$ cat src/rtl/tt_pkg.sv
package tt_pkg;
  localparam int unsigned TT_DEF_PERIOD = 11;

  function automatic int unsigned tt_bits(input int unsigned n);
    return (n > 1) ? $clog2(n) : 1;
  endfunction
endpackage

$ cat src/rtl/tt_prescaler.sv
module tt_prescaler #(
  parameter int unsigned PERIOD = tt_pkg::TT_DEF_PERIOD
) (
  input  logic clk_i,
  input  logic rst_ni,
  input  logic tick_i,
  output logic wrap_o
);
  localparam int unsigned PW = tt_pkg::tt_bits(PERIOD);
  localparam logic [PW-1:0] RELOAD = PW'(PERIOD - 1);

  logic [PW-1:0] phase_q;

  // wrap fires on the tick that would take the counter below zero
  assign wrap_o = tick_i && (phase_q == '0);

  always_ff @(posedge clk_i or negedge rst_ni) begin
    if (!rst_ni) begin
      phase_q <= RELOAD;
    end else if (tick_i) begin
      phase_q <= (phase_q == '0) ? RELOAD : phase_q - PW'(1);
    end
  end
endmodule

$ cat src/rtl/tt_timer_cell.sv
module tt_timer_cell #(
  parameter int unsigned WIDTH = 8
) (
  input  logic             clk_i,
  input  logic             rst_ni,
  input  logic             step_i,
  input  logic             wr_i,
  input  logic [WIDTH-1:0] wr_data_i,
  output logic [WIDTH-1:0] cnt_o,
  output logic             zero_o
);
  logic [WIDTH-1:0] cnt_q;

  always_ff @(posedge clk_i or negedge rst_ni) begin
    if (!rst_ni) begin
      cnt_q <= '0;
    end else if (wr_i) begin
      cnt_q <= wr_data_i;
    end else if (step_i && (cnt_q != '0)) begin
      cnt_q <= cnt_q - WIDTH'(1);
    end
  end

  assign cnt_o  = cnt_q;
  assign zero_o = (cnt_q == '0);
endmodule

$ cat src/rtl/tt_timer_bank.sv
module tt_timer_bank #(
  parameter int unsigned WIDTH   = 8,
  parameter int unsigned N_SHORT = 4,
  parameter int unsigned N_LONG  = 4,
  parameter int unsigned PERIOD  = tt_pkg::TT_DEF_PERIOD
) (
  input  logic                                clk_i,
  input  logic                                rst_ni,
  input  logic                                tick_i,
  input  logic [N_SHORT+N_LONG-1:0]           wr_en_i,
  input  logic [(N_SHORT+N_LONG)*WIDTH-1:0]   wr_data_i,
  output logic [(N_SHORT+N_LONG)*WIDTH-1:0]   cnt_o,
  output logic [N_SHORT+N_LONG-1:0]           zero_o
);
  localparam int unsigned N_ALL = N_SHORT + N_LONG;

  logic long_step;

  tt_prescaler #(.PERIOD(PERIOD)) u_prescaler (
    .clk_i  (clk_i),
    .rst_ni (rst_ni),
    .tick_i (tick_i),
    .wrap_o (long_step)
  );

  for (genvar i = 0; i < N_ALL; i++) begin : g_timer
    logic step;
    if (i < N_SHORT) begin : g_fast
      assign step = tick_i;
    end else begin : g_slow
      assign step = long_step;
    end

    tt_timer_cell #(.WIDTH(WIDTH)) u_cell (
      .clk_i     (clk_i),
      .rst_ni    (rst_ni),
      .step_i    (step),
      .wr_i      (wr_en_i[i]),
      .wr_data_i (wr_data_i[i*WIDTH +: WIDTH]),
      .cnt_o     (cnt_o[i*WIDTH +: WIDTH]),
      .zero_o    (zero_o[i])
    );
  end
endmodule

$ cat config.mk
export PLATFORM = sky130hd
export DESIGN_NAME = tt_timer_bank
export DESIGN_NICKNAME = d
export VERILOG_FILES = /design/src/rtl/tt_pkg.sv /design/src/rtl/tt_prescaler.sv /design/src/rtl/tt_timer_cell.sv /design/src/rtl/tt_timer_bank.sv
export SDC_FILE = /design/constraint.sdc
export NUM_CORES = 1
export LEC_CHECK = 0
export ABC_AREA = 1
export BUFFER_PORTS_ARGS = -buffer_cell sky130_fd_sc_hd__buf_2
export CAP_MARGIN = 30
export CORE_MARGIN = 1.5
export CORE_UTILIZATION = 47
export DETAILED_ROUTE_END_ITERATION = 10
export PLACE_DENSITY = 0.76
export SLEW_MARGIN = 25
export SYNTH_ARGS = -nofsm -noshare
export SYNTH_HDL_FRONTEND = slang
export SYNTH_SLANG_ARGS = --single-unit
export TNS_END_PERCENT = 5
$ cat constraint.sdc
create_clock -name clk_i -period 1.55 [get_ports clk_i]
set_clock_uncertainty 0.15 [all_clocks]
set_input_delay 0.155 -clock clk_i [delete_from_list [all_inputs] [get_ports clk_i]]
set_output_delay 0.155 -clock clk_i [all_outputs]
set_load 0.05 [all_outputs]
==> flow_summary.toml, run 1 <==
[drt]
drcViolationCount = 0
via_per_inst = 5.091
dr.pass1.iters = 5
highest_layer = "met4"
wire_per_inst_um = 13.99
wl_met3_um = 915
dr_wl_met2_um = 8021
wl_met1_um = 6063
drtIter0Drc = 303
vias = 5600
postRouteAntennaNets = 0
drt_wl_total_um = 15380

[sta]
final-setup-viol-count = 45
setup_ws_ns = -0.1625
worst_pin_slew_ns = 0.4757
layout_min_cycle_time_ns = 1.712
slew_headroom_pct = 68.25
final-hold-violation-count = 0
max_freq_mhz = 584.0
fin_crit_sh_pct = 110.5
finalMaxSlewViolations = 0
rsz0062_at_grt = "yes"

[clocking]
cts_max_level = 3
cts.sinks = 68
clkTransAtPathRegs_ns = 0.07
clk_path_buf_depth = 2
clock-root-buffer = "clkbuf_8"
clock_latency_ns = 0.35
cts_tree = "done"
numCtsBuffers = 9

[worst_setup_path]
end_kind = "output port"
critPathMaxStageDelay_ns = 0.45
crit_type = "reg2out"
worst_ep_arrival_time_ns = 1.41
crit_fanout = 5
critPathRequiredTime_ns = 1.24
cp_cell_sequence = "nor2_2, nand2_2, nor2_4, buf_6"
timing.critical_path.from_type = "flop"
slowest_stage = "dfrtp_2"

[pwr]
leakage_nw = 3.760
vdd_drop_max_uv = 621.1
power.density_nw_per_um2 = 1174

[placed_design]
dp_hpwl_um = 9330
io_buffers = 146
place_congestion = 0.9280
dpl_worst_slack_ns = -0.1052

[cells_and_area]
nets = 1054
utilization_pct = 76.71
drive_gt1_share_pct = 42.19
syn2layout_area_growth_pct = 57.46
n_antenna_cell = 0
fillers = 644
multi_input_area_um2 = 3191
regArea_um2 = 1739

[logic_synthesis]
syn_area_um2 = 4806
ys_types = 29
syn_area_per_cell_um2 = 6.995
ys_seq_area_share_pct = 35.46
synth_nets = 779
synth_seq_cells = 68
ys_warn_count = 0
netlist_instances = 687

[global_routing]
grt_pass1_wl_um = 25730
grt-ovfl-total = 0
grt_max_degree = 69
grt_pass1_vias = 5626
antenna_found_initial = 0
track_usage_pct = 28.90

[die]
initial_core_util_pct = 48.72
core_um2 = 9864
die_h_um = 104.1
io_pins = 147
row_count = 36
fp.dieW_um = 104.1
die-area_um2 = 10840

[outcome]
violations = "setup timing"
status = "finished with violations"

[flow_run]
drv_cap = 0

[min_path]
hold_class = "in2reg"
==> placed cells by master, fill, tap and decap left out, types with 3 or more instances in the layout <==
cell | netlist | final
a21oi_1 | 3 | 3
o21ai_2 | 8 | 7
dfrtp_2 | 0 | 28
inv_1 | 72 | 54
nor2_4 | 9 | 26
o21ai_4 | 1 | 5
nand3_4 | 0 | 8
buf_4 | 8 | 65
xnor2_1 | 10 | 10
or2_2 | 10 | 10
nand4_1 | 8 | 8
nand3_2 | 3 | 9
nor2_1 | 47 | 25
nand2_2 | 9 | 20
xor2_1 | 12 | 12
nand2_1 | 229 | 215
ha_1 | 17 | 6
ha_4 | 0 | 10
o21ai_0 | 39 | 34
nand2_4 | 2 | 5
buf_2 | 2 | 137
clkbuf_1 | 6 | 3
nor2_2 | 16 | 21
dfrtp_1 | 66 | 38
buf_6 | 2 | 15
inv_2 | 4 | 20
dlygate4sd3_1 | 0 | 63
o21ai_1 | 9 | 11
clkbuf_8 | 0 | 11
nand3_1 | 90 | 76
==> state kept, by name, summed over array words and instances, names as in the netlist <==
name and cells:
g_timer.u_cell.cnt_o 64, u_prescaler.phase_q 4
==> power by group <==
part	switching [mW]	internal (mW)	leakage, nW	total [mW]
logic	3.18	1.77	2.88	4.94
registers	0.394	2.18	0.791	2.57
clock network	0.699	0.667	0.0905	1.37
total	4.27	4.61	3.76	8.88
==> logic make-up (layout without fill, tap and decap cells) <==
| logic type | after synthesis | after routing | share of synthesized area (%) |
|---|---|---|---|
| flip-flops | 68 | 68 | 35.46 |
| adder cells (fa/ha/maj) | 17 | 17 | 4.426 |
| AO/OA/AOI/OAI | 61 | 61 | 7.264 |
| AND/OR/NAND/NOR | 425 | 425 | 40.51 |
| buffers and inverters | 94 | 374 | 8.331 |
| XOR/XNOR | 22 | 22 | 4.009 |
==> critical path, delay by kind of cell, from the launching register on <==
| family | cells | cell delay (ns) |
|---|---|---|
| buffers and inverters | 1 | 0.18 |
| DFF | 1 | 0.45 |
| and+or+nand+nor | 3 | 0.44 |
==> Yosys cell counts (all sizes together) <==
cell,n,area [um2]
buf,12,92.59
a21oi,3,15.01
nor3,1,16.27
nand4,9,71.32
o21ai,57,326.6
ha,17,212.7
dfstp,2,52.55
xor2,12,105.1
nor2,72,377.9
dfrtp,66,1652
clkbuf,6,22.52
xnor2,10,87.58
nand3,93,480.5
o21bai,1,7.510
or2,10,62.56
inv,76,285.3
nand2,240,938.4
==> cell type report <==
class | count | share of cell area (%)
clock inverters | 2 | 0.1323
multi-input cells | 525 | 42.16
repair buffers | 282 | 26.54
clock buffers | 14 | 2.149
well taps | 133 | 2.199
inverters | 76 | 3.836
flip-flops and latches | 68 | 22.98
==> repair_timing <==
action                                  4_1_cts  5_1_grt
hold buffers                                 63        0
hold endpoints to repair                    128        0
endpoints found under the setup margin       44       73
pin swaps                                    27       24
gates resized for setup                      92       60
gates cloned                                  0        0
setup buffers                                30        0
==> metal layers <==
layer | vias up | GRT usage (%)
li1 | 2724 | -
met1 | 2617 | 33.55
met2 | 217 | 52.32
met3 | 42 | 5.890
met4 | 0 | 10.71
met5 | - | 0
==> stage by stage <==
step	hold WS, ns	cell area (um2)	total power, mW	instances	setup TNS, ns
final	0.007155	7567	8.881	1100	-2.060
after global routing	0.03566	7567	9.441	1100	-6.300
after CTS	0.002715	7357	8.578	1100	-1.641
after detailed placement	0.06711	5986	6.565	991	-2.255
after global placement	0.06199	5986	6.438	991	-0.9741
after floorplan	-0.2906	4872	5.372	687	-2.579
==> path summary, 6_finish.rpt <==
kind / start / endpoint / slack, ns / depth (start not counted)
worst min-delay path: tick_i / u_prescaler.phase_q[0]$_DFFE_PN0P_ / 0.007 / 2
min in group asynchronous: rst_ni / g_timer[0].u_cell.cnt_o[3]$_DFFE_PN0P_ / 0.21 / 3
worst max register to register: g_timer[4].u_cell.cnt_o[3]$_DFFE_PN0P_ / g_timer[4].u_cell.cnt_o[4]$_DFFE_PN0P_ / -0.09 / 9
worst min register to register: u_prescaler.phase_q[1]$_DFFE_PN1P_ / u_prescaler.phase_q[1]$_DFFE_PN1P_ / 0.36 / 2
max in group asynchronous: rst_ni / u_prescaler.phase_q[3]$_DFFE_PN1P_ / 0.71 / 3
worst max-delay path: g_timer[5].u_cell.cnt_o[4]$_DFFE_PN0P_ / zero_o[5] / -0.16 / 4
(Power assumes the default switching activity.)
==> run 2, diff against run 1 <==
Settings changed: CORE_MARGIN 1.5 to not set, TNS_END_PERCENT 5 to not set.
==> run 2 against run 1 <==
The flow still finishes with violations (setup timing). Register-to-register slack lost 0.03 ns. Largest power group unchanged. Utilization grew 3.2 points. Final cell count grew 1.2%. Critical endpoint is now zero_o[3].
==> flow_summary.toml, run 2 (synthesis results as in run 1) <==
[drt]
wire_per_inst_um = 14.20
postRouteAntennaNets = 0
vias = 5766
drt_wl_total_um = 15800
dr.pass1.iters = 5
via_per_inst = 5.181
drcViolationCount = 0
drtIter0Drc = 242

[die]
initial_core_util_pct = 48.72
die_h_um = 103.1
die-area_um2 = 10630
row_count = 36
core_um2 = 9864
fp.dieW_um = 103.1
io_pins = 147

[pwr]
leakage_nw = 3.854
pwr-share-seq_pct = 27.6
vdd_drop_max_uv = 697.6
power.density_nw_per_um2 = 1180
power.share.clock_pct = 16.5
p_int_mw = 4.925
switching_power_mw = 4.377
share_comb_of_total_power_pct = 55.9
swShare_pct = 47.06

[sta]
slew_headroom_pct = 64.47
final-setup-viol-count = 46
fin_tns_setup_ns = -2.159
rsz0062_at_grt = "yes"
fin_crit_sh_pct = 108.8
finalMaxSlewViolations = 0
setup_ws_ns = -0.1362
worst_pin_slew_ns = 0.5323
max_freq_mhz = 593.1
layout_min_cycle_time_ns = 1.686
final-hold-violation-count = 0

[cells_and_area]
final_cell_mix = "nand2_1 (211), buf_2 (138), buf_4 (74), nand3_1 (72), dlygate4sd3_1 (66)"
nets = 1067
multi_input_area_um2 = 3348
regArea_um2 = 1760
syn2layout_area_growth_pct = 64.02
fillers = 577
largest_register_ffs = 64
n_antenna_cell = 0
final_common_cell = "nand2_1"
utilization_pct = 79.91
drive_gt1_share_pct = 45.92

[clocking]
cts.sinks = 68
clkTransAtPathRegs_ns = 0.08
cts_max_level = 3
cts_tree = "done"
clock_latency_ns = 0.35
numCtsBuffers = 9
clk_path_buf_depth = 2
clock-root-buffer = "clkbuf_8"

[worst_setup_path]
critPathRequiredTime_ns = 1.24
timing.critical_path.from_type = "flop"
crit_fanout = 5
crit_type = "reg2out"
worst_ep_arrival_time_ns = 1.38
end_kind = "output port"
r2r_setup_slack_ns = -0.12

[flow_run]
drv_cap = 0

[global_routing]
grt_pass1_wl_um = 23770
grt-ovfl-total = 0
grt_max_degree = 69
track_usage_pct = 28.42
grt_pass1_vias = 5410
antenna_found_initial = 0

[placed_design]
dp_hpwl_um = 9175
place_congestion = 0.9202
io_buffers = 146

[outcome]
status = "finished with violations"
violations = "setup timing"

[min_path]
hold_class = "in2reg"
[run 2: worst max-delay path, stage by stage (launching register included)]
cell and delay [ns]:
dfrtp_2 0.47, nor2_4 0.15, nand2_4 0.10, nor2_4 0.15, buf_6 0.17
[run 2: timing repair]
item                                   4_1_cts  5_1_grt
endpoints found under the hold margin      129        0
hold buffers                                66        0
setup endpoints to repair                   41       72
setup buffers                               42        2
pin swaps                                   41       40
cloned                                       1        1
resized for setup                           75       90
[run 2: power by group through the flow]
stage	clock network [mW]	registers (mW)	logic, mW
after floorplan	0	3.69	1.79
after global placement	0	2.56	3.98
after detailed placement	0	2.58	4.08
after CTS	1.56	2.54	4.81
after global routing	1.61	2.62	5.65
final	1.53	2.57	5.20
[run 2: per-stage QoR]
step / cells / area, um2 / hold WS (ns) / worst slack (ns) / total power, mW
2_1_floorplan: 687 / 4957 / -0.2906 / -0.06431 / 5.480
5_1_grt: 1113 / 7883 / 0.05410 / -0.1813 / 9.877
6_report: 1113 / 7883 / 0.01852 / -0.1362 / 9.303
3_5_place_dp: 986 / 6033 / 0.06524 / -0.1069 / 6.653
3_3_place_gp: 986 / 6033 / 0.06515 / -0.05198 / 6.541
4_1_cts: 1110 / 7522 / 0.0007434 / -0.1142 / 8.916
[run 2: per-layer routing]
metal / global-route usage (%) / wire length, um / vias up / share of wire, %
met3: 4.949 / 1001 / 44 / 6.3
met1: 32.85 / 6206 / 2702 / 39
li1: - / - / 2761 / -
met2: 52.05 / 8161 / 259 / 52
met4: 11.16 / 431 / 0 / 2.7
met5: 0 / 0 / - / 0
[run 2: final timing paths]
path                                                              from                                endpoint  cells after the start
worst min register to register      u_prescaler.phase_q[1]$_DFFE_PN1P_      u_prescaler.phase_q[1]$_DFFE_PN1P_                      2
min in group asynchronous                                       rst_ni  g_timer[7].u_cell.cnt_o[7]$_DFFE_PN0P_                      3
worst max register to register  g_timer[1].u_cell.cnt_o[1]$_DFFE_PN0P_  g_timer[1].u_cell.cnt_o[4]$_DFFE_PN0P_                      8
worst min-delay path                                      wr_data_i[8]  g_timer[1].u_cell.cnt_o[0]$_DFFE_PN0P_                      5
worst max-delay path            g_timer[3].u_cell.cnt_o[2]$_DFFE_PN0P_                               zero_o[3]                      4
max in group asynchronous                                       rst_ni      u_prescaler.phase_q[1]$_DFFE_PN1P_                      3
[run 2: cell type report]
cell class | instances | share of cell area (%)
multi-input combinational | 527 | 42.48
timing repair buffer | 293 | 26.73
sequential | 68 | 22.33
inverter | 76 | 3.778
tap | 133 | 2.111
clock buffer | 12 | 1.968
clock inverter | 4 | 0.6032
==> run 3, diff against run 2 <==
Settings changed: CELL_PAD_IN_SITES_DETAIL_PLACEMENT set to 1, CELL_PAD_IN_SITES_GLOBAL_PLACEMENT set to 2, CORE_UTILIZATION 47 to 25.
==> run 3 against run 2 <==
The flow still finishes with violations (setup timing). Sequential power shrank 2%. Cell area is 4.3% higher. Critical path depth rose by 1. Maximum frequency up 0.60%. Largest cell class unchanged. Largest power group unchanged.
==> flow_summary.toml, run 3 (synthesis results as in run 1) <==
[pwr]
swShare_pct = 44.36
power.density_nw_per_um2 = 1226
switching_power_mw = 4.468
power.share.clock_pct = 21.4
pwr-share-seq_pct = 25.1
share_comb_of_total_power_pct = 53.5
leakage_nw = 4.007
p_int_mw = 5.604
vdd_drop_max_uv = 579.4

[drt]
drtIter0Drc = 116
via_per_inst = 4.477
drt_wl_total_um = 16830
vias = 5529
postRouteAntennaNets = 0
dr.pass1.iters = 4
drcViolationCount = 0
wire_per_inst_um = 13.63

[die]
core_um2 = 18770
die-area_um2 = 19780
io_pins = 147
die_h_um = 140.7
initial_core_util_pct = 25.61
row_count = 50
fp.dieW_um = 140.7

[worst_setup_path]
critPathRequiredTime_ns = 1.24
crit_fanout = 2
end_kind = "output port"
endpoint = "zero_o[3]"
r2r_setup_slack_ns = -0.05
critPathLaunch = "g_timer[3].u_cell.cnt_o[1]$_DFFE_PN0P_"
rr_startpoint = "g_timer[4].u_cell.cnt_o[0]$_DFFE_PN0P_"
reg2regPathDepth = 8
timing.rr.end = "g_timer[4].u_cell.cnt_o[3]$_DFFE_PN0P_"
worst_ep_arrival_time_ns = 1.37
timing.critical_path.from_type = "flop"
cp_cell_sequence = "inv_2, ha_4, nand3_4, nor2_4, buf_6"
slowest_stage = "dfrtp_2"
crit_type = "reg2out"
critPathMaxStageDelay_ns = 0.41

[global_routing]
top_usage_layer = "met2"
grt_max_degree = 69
grt_use_met3_pct = 2.514
gr-usage-met2_pct = 30.87
antenna_found_initial = 0
track_usage_pct = 17.07
grt_pass1_vias = 5729
grt-ovfl-total = 0
grt_use_met1_pct = 21.07
grt_pass1_wl_um = 27360

[clocking]
cts_max_level = 3
cts.sinks = 68
clock-root-buffer = "clkbuf_16"
clkTransAtPathRegs_ns = 0.06
cts_tree = "done"
clk_path_buf_depth = 2
clock_latency_ns = 0.33
numCtsBuffers = 9

[placed_design]
io_buffers = 146
dpl.cell_count = 1129
place_congestion = 0.7930
dp_hpwl_um = 11880

[cells_and_area]
syn2layout_area_growth_pct = 71.00
multi_input_area_um2 = 3331
layout.cells.non_filler = 1235
utilization_pct = 43.79
final_cell_mix = "nand2_1 (207), buf_2 (136), buf_4 (108), nand3_1 (75)"
drive_gt1_share_pct = 48.15
largest_register_ffs = 64
nets = 1088
n_antenna_cell = 0
fillers = 2317
final_common_cell = "nand2_1"
regArea_um2 = 1758

[sta]
slew_headroom_pct = 62.08
max_freq_mhz = 596.6
fin_crit_sh_pct = 108.1
finalMaxSlewViolations = 0
worst_pin_slew_ns = 0.5682
rsz0062_at_grt = "yes"
final-setup-viol-count = 35
setup_ws_ns = -0.1261
final-hold-violation-count = 0
layout_min_cycle_time_ns = 1.676

[outcome]
status = "finished with violations"
violations = "setup timing"

[flow_run]
drv_cap = 0

[min_path]
hold_class = "in2reg"
==> run 3: cell types whose count changed in the layout (fill, tap and decap cells not counted), moves of 4 or more <==
| cell | before | now |
|---|---|---|
| buf_4 | 74 | 108 |
| clkbuf_16 | 0 | 9 |
| clkbuf_8 | 11 | 2 |
| dlygate4sd3_1 | 66 | 53 |
| nand2_1 | 211 | 207 |
| nand2_2 | 20 | 24 |
| nand3_2 | 13 | 9 |
| o21ai_1 | 15 | 11 |
| o21ai_2 | 7 | 12 |
==> run 3: metrics by stage <==
step	power, mW	hold WS, ns	setup slack (ns)	instance area (um2)	setup TNS [ns]
floorplan	5.480	-0.2906	-0.06431	4957	-0.4481
global placement	7.004	0.06138	-0.1237	6477	-2.135
detailed placement	7.083	0.06635	-0.1629	6477	-3.536
CTS	9.925	0.0007675	-0.1249	7875	-1.589
global route	10.75	0.02718	-0.1796	8218	-6.025
finish	10.07	0.008096	-0.1261	8218	-1.050
==> run 3: final cells by class <==
class | count | share of cell area [%]
Tap cell | 234 | 3.563
Sequential cell | 68 | 21.39
Inverter | 76 | 3.624
Clock inverter | 1 | 0.3654
Timing Repair Buffer | 314 | 27.27
Multi-Input combinational cell | 527 | 40.53
Clock buffer | 15 | 3.258
==> run 3: layer usage <==
metal,vias up,part of all wire [%],wire [um]
met5,-,0,0
met4,0,0.92,154
met3,12,3.1,514
met2,91,51,8599
met1,2632,45,7561
li1,2794,-,-
==> run 3: power groups by stage <==
stage	clock network, mW	logic, mW	registers (mW)
floorplan	0	1.79	3.69
global placement	0	4.48	2.52
detailed placement	0	4.55	2.53
CTS	2.22	5.18	2.52
global route	2.28	5.88	2.58
finish	2.15	5.39	2.53
==> run 3: worst max-delay path: cells and delay by family, from the launching register on <==
kind / cells / cell delay [ns]
fa+ha+maj: 1 / 0.14
flops: 1 / 0.41
simple gates: 2 / 0.22
buf+inv: 2 / 0.25
==> run 3: what timing repair did <==
action | in CTS | in global routing
setup endpoints to repair | 40 | 70
endpoints found under the hold margin | 118 | 0
cloned | 1 | 1
buffers inserted | 26 | 9
gates resized for setup | 89 | 78
pin swaps | 33 | 39
hold buffers | 53 | 0
==> run 3: worst min path at each step <==
stage                   from  slack (ns)  cells past startpoint                                endpoint
3_3_place_gp          rst_ni        0.06                      2  g_timer[6].u_cell.cnt_o[0]$_DFFE_PN0P_
6_report       wr_data_i[30]       0.008                      4  g_timer[3].u_cell.cnt_o[6]$_DFFE_PN0P_
2_1_floorplan         rst_ni       -0.29                      0  g_timer[0].u_cell.cnt_o[0]$_DFFE_PN0P_
3_5_place_dp          rst_ni        0.07                      2  g_timer[6].u_cell.cnt_o[0]$_DFFE_PN0P_
4_1_cts        wr_data_i[30]      0.0008                      4  g_timer[3].u_cell.cnt_o[6]$_DFFE_PN0P_
5_1_grt        wr_data_i[62]        0.03                      4  g_timer[7].u_cell.cnt_o[6]$_DFFE_PN0P_
